===== src/rtl/eic_pkg.sv =====
package eic_pkg;
  // Register word indexes on the host bus
  localparam int unsigned IDX_SENSE   = 0;
  localparam int unsigned IDX_EDGEPOL = 1;
  localparam int unsigned IDX_LVLPOL  = 2;
  localparam int unsigned IDX_EN_SET  = 3;
  localparam int unsigned IDX_EN_CLR  = 4;
  localparam int unsigned IDX_MASK    = 5;
  localparam int unsigned IDX_STATUS  = 6;
  localparam int unsigned IDX_CLEAR   = 7;
  localparam int unsigned IDX_COUNT   = 8;
endpackage


===== src/rtl/eic_rst_sync.sv =====
module eic_rst_sync #(
  parameter int unsigned STAGES = 2
) (
  input  logic clk,
  input  logic rst_n,
  output logic rst_sn
);
  logic [STAGES-1:0] chain_q;
  logic [STAGES-1:0] chain_d;

  always_comb begin
    chain_d = {chain_q[STAGES-2:0], 1'b1};
  end

  always_ff @(posedge clk or negedge rst_n) begin
    if (!rst_n) chain_q <= '0;
    else        chain_q <= chain_d;
  end

  assign rst_sn = chain_q[STAGES-1];
endmodule


===== src/rtl/eic_sync.sv =====
module eic_sync #(
  parameter int unsigned N = 8
) (
  input  logic         clk,
  input  logic         rst_sn,
  input  logic [N-1:0] async_in,
  output logic [N-1:0] cur,
  output logic [N-1:0] prev
);
  logic [N-1:0] meta_q;
  logic [N-1:0] cur_q;
  logic [N-1:0] prev_q;

  genvar g;
  generate
    for (g = 0; g < N; g++) begin : g_line
      always_ff @(posedge clk or negedge rst_sn) begin
        if (!rst_sn) begin
          meta_q[g] <= 1'b0;
          cur_q[g]  <= 1'b0;
          prev_q[g] <= 1'b0;
        end else begin
          meta_q[g] <= async_in[g];
          cur_q[g]  <= meta_q[g];
          prev_q[g] <= cur_q[g];
        end
      end
    end
  endgenerate

  assign cur  = cur_q;
  assign prev = prev_q;
endmodule


===== src/rtl/eic_regs.sv =====
module eic_regs #(
  parameter int unsigned N      = 8,
  parameter int unsigned ADDR_W = 3
) (
  input  logic              clk,
  input  logic              rst_sn,
  input  logic              wr,
  input  logic [ADDR_W-1:0] addr,
  input  logic [N-1:0]      wdata,
  output logic [N-1:0]      sense_q,
  output logic [N-1:0]      edgepol_q,
  output logic [N-1:0]      lvlpol_q,
  output logic [N-1:0]      mask_q
);
  import eic_pkg::*;

  logic [N-1:0] sense_d, edgepol_d, lvlpol_d, mask_d;
  logic         hit_sense, hit_edge, hit_lvl, hit_set, hit_clr;

  always_comb begin
    hit_sense = wr && (addr == ADDR_W'(IDX_SENSE));
    hit_edge  = wr && (addr == ADDR_W'(IDX_EDGEPOL));
    hit_lvl   = wr && (addr == ADDR_W'(IDX_LVLPOL));
    hit_set   = wr && (addr == ADDR_W'(IDX_EN_SET));
    hit_clr   = wr && (addr == ADDR_W'(IDX_EN_CLR));

    sense_d   = hit_sense ? wdata : sense_q;
    edgepol_d = hit_edge  ? wdata : edgepol_q;
    lvlpol_d  = hit_lvl   ? wdata : lvlpol_q;

    mask_d = mask_q;
    if (hit_set) mask_d = mask_q | wdata;
    if (hit_clr) mask_d = mask_q & ~wdata;
  end

  always_ff @(posedge clk or negedge rst_sn) begin
    if (!rst_sn) begin
      sense_q   <= '0;
      edgepol_q <= '0;
      lvlpol_q  <= '0;
      mask_q    <= '0;
    end else begin
      sense_q   <= sense_d;
      edgepol_q <= edgepol_d;
      lvlpol_q  <= lvlpol_d;
      mask_q    <= mask_d;
    end
  end
endmodule


===== src/rtl/eic_detect.sv =====
module eic_detect #(
  parameter int unsigned N = 8
) (
  input  logic         clk,
  input  logic         rst_sn,
  input  logic [N-1:0] cur,
  input  logic [N-1:0] prev,
  input  logic [N-1:0] sense,
  input  logic [N-1:0] edgepol,
  input  logic [N-1:0] lvlpol,
  input  logic [N-1:0] clr,
  output logic [N-1:0] status_q
);
  logic [N-1:0] status_d;

  genvar g;
  generate
    for (g = 0; g < N; g++) begin : g_line
      logic rise, fall, edge_hit, lvl_act;
      always_comb begin
        rise     = cur[g] & ~prev[g];
        fall     = ~cur[g] & prev[g];
        edge_hit = edgepol[g] ? rise : fall;
        lvl_act  = lvlpol[g] ? cur[g] : ~cur[g];
        if (sense[g]) status_d[g] = lvl_act;
        else          status_d[g] = edge_hit | (status_q[g] & ~clr[g]);
      end

      always_ff @(posedge clk or negedge rst_sn) begin
        if (!rst_sn) status_q[g] <= 1'b0;
        else         status_q[g] <= status_d[g];
      end
    end
  endgenerate
endmodule


===== src/rtl/ext_irq_ctrl.sv =====
module ext_irq_ctrl #(
  parameter int unsigned NUM_LINES = 8,
  parameter int unsigned DATA_W    = 32,
  parameter int unsigned ADDR_W    = 3
) (
  input  logic                 clk,
  input  logic                 rst_n,
  input  logic [NUM_LINES-1:0] irq_in,
  input  logic [ADDR_W-1:0]    bus_addr,
  input  logic                 bus_wr,
  input  logic [DATA_W-1:0]    bus_wdata,
  output logic [DATA_W-1:0]    bus_rdata,
  output logic                 irq_out
);
  import eic_pkg::*;

  localparam int unsigned N = NUM_LINES;

  logic         rst_sn;
  logic [N-1:0] wdata_lines;
  logic [N-1:0] cur, prev;
  logic [N-1:0] sense_q, edgepol_q, lvlpol_q, mask_q;
  logic [N-1:0] status_q;
  logic [N-1:0] clr_vec;
  logic [N-1:0] rd_lines;
  logic         irq_d, irq_q;

  assign wdata_lines = bus_wdata[N-1:0];

  generate
    if (N < DATA_W) begin : g_unused
      logic unused_hi;
      assign unused_hi = ^bus_wdata[DATA_W-1:N];
    end
  endgenerate

  eic_rst_sync #(.STAGES(2)) u_rst (
    .clk    (clk),
    .rst_n  (rst_n),
    .rst_sn (rst_sn)
  );

  eic_sync #(.N(N)) u_sync (
    .clk      (clk),
    .rst_sn   (rst_sn),
    .async_in (irq_in),
    .cur      (cur),
    .prev     (prev)
  );

  eic_regs #(.N(N), .ADDR_W(ADDR_W)) u_regs (
    .clk       (clk),
    .rst_sn    (rst_sn),
    .wr        (bus_wr),
    .addr      (bus_addr),
    .wdata     (wdata_lines),
    .sense_q   (sense_q),
    .edgepol_q (edgepol_q),
    .lvlpol_q  (lvlpol_q),
    .mask_q    (mask_q)
  );

  always_comb begin
    clr_vec = (bus_wr && (bus_addr == ADDR_W'(IDX_CLEAR))) ? wdata_lines : '0;
  end

  eic_detect #(.N(N)) u_det (
    .clk      (clk),
    .rst_sn   (rst_sn),
    .cur      (cur),
    .prev     (prev),
    .sense    (sense_q),
    .edgepol  (edgepol_q),
    .lvlpol   (lvlpol_q),
    .clr      (clr_vec),
    .status_q (status_q)
  );

  // Read path: unimplemented bits are zero through zero-extension
  always_comb begin
    unique case (bus_addr)
      ADDR_W'(IDX_SENSE):   rd_lines = sense_q;
      ADDR_W'(IDX_EDGEPOL): rd_lines = edgepol_q;
      ADDR_W'(IDX_LVLPOL):  rd_lines = lvlpol_q;
      ADDR_W'(IDX_MASK):    rd_lines = mask_q;
      ADDR_W'(IDX_STATUS):  rd_lines = status_q;
      default:              rd_lines = '0;
    endcase
    bus_rdata = DATA_W'(rd_lines);
  end

  // Combined request, registered
  always_comb begin
    irq_d = |(status_q & mask_q);
  end

  always_ff @(posedge clk or negedge rst_sn) begin
    if (!rst_sn) irq_q <= 1'b0;
    else         irq_q <= irq_d;
  end

  assign irq_out = irq_q;
endmodule


===== config.mk =====
export PLATFORM = sky130hd
export DESIGN_NAME = ext_irq_ctrl
export DESIGN_NICKNAME = d
export VERILOG_FILES = /design/src/rtl/eic_pkg.sv /design/src/rtl/eic_rst_sync.sv /design/src/rtl/eic_sync.sv /design/src/rtl/eic_regs.sv /design/src/rtl/eic_detect.sv /design/src/rtl/ext_irq_ctrl.sv
export SDC_FILE = /design/constraint.sdc
export NUM_CORES = 1
export LEC_CHECK = 0
export BUFFER_PORTS_ARGS = -buffer_cell sky130_fd_sc_hd__buf_2
export CELL_PAD_IN_SITES_DETAIL_PLACEMENT = 0
export CELL_PAD_IN_SITES_GLOBAL_PLACEMENT = 1
export CORE_UTILIZATION = 38
export DETAILED_ROUTE_END_ITERATION = 7
export MAX_ROUTING_LAYER = met4
export PLACE_DENSITY = 0.77
export SETUP_SLACK_MARGIN = 0.5
export SYNTH_ARGS = -nofsm -noshare
export SYNTH_HDL_FRONTEND = slang
export SYNTH_HIERARCHICAL = 1
export SYNTH_SLANG_ARGS = --single-unit

===== constraint.sdc =====
create_clock -name clk -period 1.9 [get_ports clk]
set_input_delay 0.38 -clock clk [delete_from_list [all_inputs] [get_ports clk]]
set_output_delay 0.38 -clock clk [all_outputs]
set_load 0.02 [all_outputs]

==> results.toml <==
[cts]
path_clk_slew_ns = 0.07
clockRootBuffer = "clkbuf_8"
clk_latency_ns = 0.35
clock_sinks = 67
cts_buffer_depth = 2
htree_levels = 3
numCtsBuffers = 9
cts_tree = "yes"

[synth]
yosys_warnings = 6
yosys_register_bits = 67
synth_area_um2 = 3380
seq_area_frac_synth = 0.497
synthCells = 310
synth_cell_types = 30
postSynthAreaPerCell_um2 = 10.9

[timing]
setup_viol = 7
skew_ns = 0.00921
finalCritPeriodShare = 1.02
fin_crit_ns = 1.93
fin_tns_setup_ns = -0.128
finalHoldViolations = 0
rsz0062_at_grt = "yes"
fin_ws_ns = -0.0347
drv_slew = 0
max_freq_ghz = 0.517

[worst_setup_path]
cp-startpoint = "bus_addr[0]"
worstSetupPathType = "input pin to output port"
cp.arrival_ns = 1.55
cp-end-kind = "output port"
worstSetupEndpoint = "bus_rdata[2]"
critPathMaxFanout = 4
rr_startpoint = "u_regs/sense_q[5]$_DFFE_PN0P_"
r2r-end = "u_det/status_q[5]$_DFF_PN0_"
rr_worst_depth = 3
cp-start-kind = "input pin"
ff2ff_setup_slack_ns = 0.81
required_ns = 1.52

[place]
routabilityCongestion = 0.782
port_buffers = 30
dp_hpwl_um = 4730
pre_cts_slack_ns = -0.697

[final_layout]
syn_to_final_growth_pct = 27.3
nFillCells = 810
drive_gt1_frac = 0.374
fin_util = 0.495
antenna_cells = 0
fin_nets = 417

[run_status]
failed_checks = "setup timing"
outcome = "complete, but fails checks"

[floorplanning]
core_um2 = 8680
die_area_um2 = 9260
die_h_um = 96.3
ios = 79
start_util = 0.389
rows = 34
die_w_um = 96.3

[drt]
drc = 0
wire_per_inst_um = 16.4
finalWirelength_um = 7890
drt-vias-per-instance = 5.09
vias = 2443
dr.pass1.iters = 4
drtIter0Drc = 119
drtAntennaViolNets = 0

[global_route]
grt.total_usage = 0.198
grt_pass1_wl_um = 12700
antenna_found_initial = 0
gr-total-overflow = 0
grt_max_degree = 66
grt_pass1_vias = 2418

[power]
powerDensity_nw_per_um2 = 906
p_int_mw = 2.72
switchingPower_mw = 1.18
p_leak_nw = 1.96
clockPowerShare = 0.302
p_seq_frac = 0.479
power_frac_comb = 0.219
switching_share = 0.302
vdd_drop_max_v = 0.000325

[flow_run]
drv_cap = 0

[min_path]
hold_path.class = "input pin to register"
metrics by stage:
stage               instance area, um^2  total power [mW]  cells  hold slack, ns
CTS                                4260              3.93    480           0.103
global placement                   3720              2.58    453           0.165
detailed placement                 3720              2.60    453           0.168
global route                       4300              4.12    480           0.105
floorplan                          3580              2.42    333          0.0844
finish                             4300              3.89    480           0.132
how the worst min path moves through the flow:
stage	from	end	slack [ns]	cells after the start
2_1_floorplan	rst_n	u_rst/chain_q[0]$_DFF_PN0_	0.08	0
3_3_place_gp	rst_n	u_rst/chain_q[0]$_DFF_PN0_	0.17	1
3_5_place_dp	rst_n	u_rst/chain_q[0]$_DFF_PN0_	0.17	1
4_1_cts	irq_in[2]	u_sync/meta_q[2]$_DFF_PN0_	0.10	1
5_1_grt	irq_in[2]	u_sync/meta_q[2]$_DFF_PN0_	0.10	1
6_report	irq_in[2]	u_sync/meta_q[2]$_DFF_PN0_	0.13	1
cell type report:
type                       count  area, um^2  area share
sequential                    67        1680       0.391
clock buffer                  11         141      0.0329
multi-input combinational    202        1570       0.366
inverter                      26         115      0.0268
timing repair buffer          61         601       0.140
tap                          108         135      0.0315
clock inverter                 5        52.6      0.0122
power groups by stage:
| stage | Clock (mW) | Combinational [mW] | Sequential [mW] |
|---|---|---|---|
| floorplan | 0 | 0.579 | 1.84 |
| global placement | 0 | 0.710 | 1.87 |
| detailed placement | 0 | 0.723 | 1.87 |
| CTS | 1.23 | 0.843 | 1.86 |
| global route | 1.28 | 0.934 | 1.90 |
| finish | 1.18 | 0.852 | 1.86 |
synth_stat cells:
| cell type | n | area [um^2] |
|---|---|---|
| dfrtp_1 | 67 | 1680 |
| inv_1 | 26 | 97.6 |
| nor2_1 | 25 | 93.8 |
| buf_4 | 24 | 180 |
| mux2_2 | 24 | 270 |
| nand2_1 | 22 | 82.6 |
| a221oi_1 | 17 | 149 |
| a22oi_1 | 13 | 97.6 |
| a22o_2 | 11 | 110 |
| nor2b_1 | 10 | 62.6 |
| and2_1 | 9 | 56.3 |
| nand4b_1 | 8 | 70.1 |
| o21ai_1 | 8 | 40.0 |
| o21ai_0 | 7 | 35.0 |
| o311a_1 | 7 | 70.1 |
| buf_6 | 5 | 56.3 |
| clkbuf_1 | 5 | 18.8 |
| ha_1 | 4 | 50.1 |
| a22o_1 | 3 | 26.3 |
| buf_2 | 3 | 15.0 |
| and4bb_2 | 2 | 25.0 |
| conb_1 | 2 | 7.51 |
| a21oi_1 | 1 | 5.00 |
| a22oi_2 | 1 | 12.5 |
| and3_1 | 1 | 6.26 |
| and3b_1 | 1 | 8.76 |
| buf_8 | 1 | 15.0 |
| nand4_1 | 1 | 6.26 |
| nor4b_4 | 1 | 23.8 |
| o21a_1 | 1 | 7.51 |
timing repair:
action | CTS | global route
hold buffers | 1 | 0
setup buffers | 9 | 0
pin swaps | 14 | 4
endpoints found under the setup margin | 14 | 29
endpoints found under the hold margin | 2 | 0
resized for setup | 55 | 8
gates cloned | 1 | 0
routing by layer:
metal | vias to the layer above | GRT usage | part of all wire
li1 | 1162 | - | -
met1 | 1216 | 0.248 | 0.46
met2 | 54 | 0.298 | 0.48
met3 | 11 | 0.0561 | 0.054
met4 | 0 | 0.0846 | 0.014
met5 | - | - | 0
cell families (layout without fill, tap and decap cells):
| logic type | count (synthesis) | after routing | share of synthesized area |
|---|---|---|---|
| adder cells (fa/ha/maj) | 4 | 4 | 0.0148 |
| other | 2 | 25 | 0.00222 |
| AO/OA/AOI/OAI | 69 | 69 | 0.164 |
| flip-flops | 67 | 67 | 0.497 |
| multiplexers | 24 | 24 | 0.0801 |
| buffers and inverters | 64 | 103 | 0.113 |
| AND/OR/NAND/NOR | 80 | 80 | 0.129 |
placed cells by master (no fill, tap or decap), types with 9 or more instances in the layout:
| cell type | count |
|---|---|
| nor2b_1 | 9 |
| nand2_1 | 15 |
| a221oi_1 | 17 |
| mux2_2 | 16 |
| o21ai_1 | 15 |
| a22oi_2 | 9 |
| clkbuf_8 | 10 |
| inv_1 | 24 |
| dfrtp_1 | 66 |
| buf_2 | 20 |
| buf_4 | 13 |
| nor2_1 | 25 |
| conb_1 | 25 |
| buf_6 | 16 |
worst max-delay path, cell delays in order:
cell     delay, ns
buf_12        0.10
inv_12        0.03
buf_6         0.10
ha_4          0.18
buf_12        0.14
a22o_4        0.24
a22oi_2       0.18
nand2_2       0.07
buf_6         0.13
(Power assumes the default switching activity.)
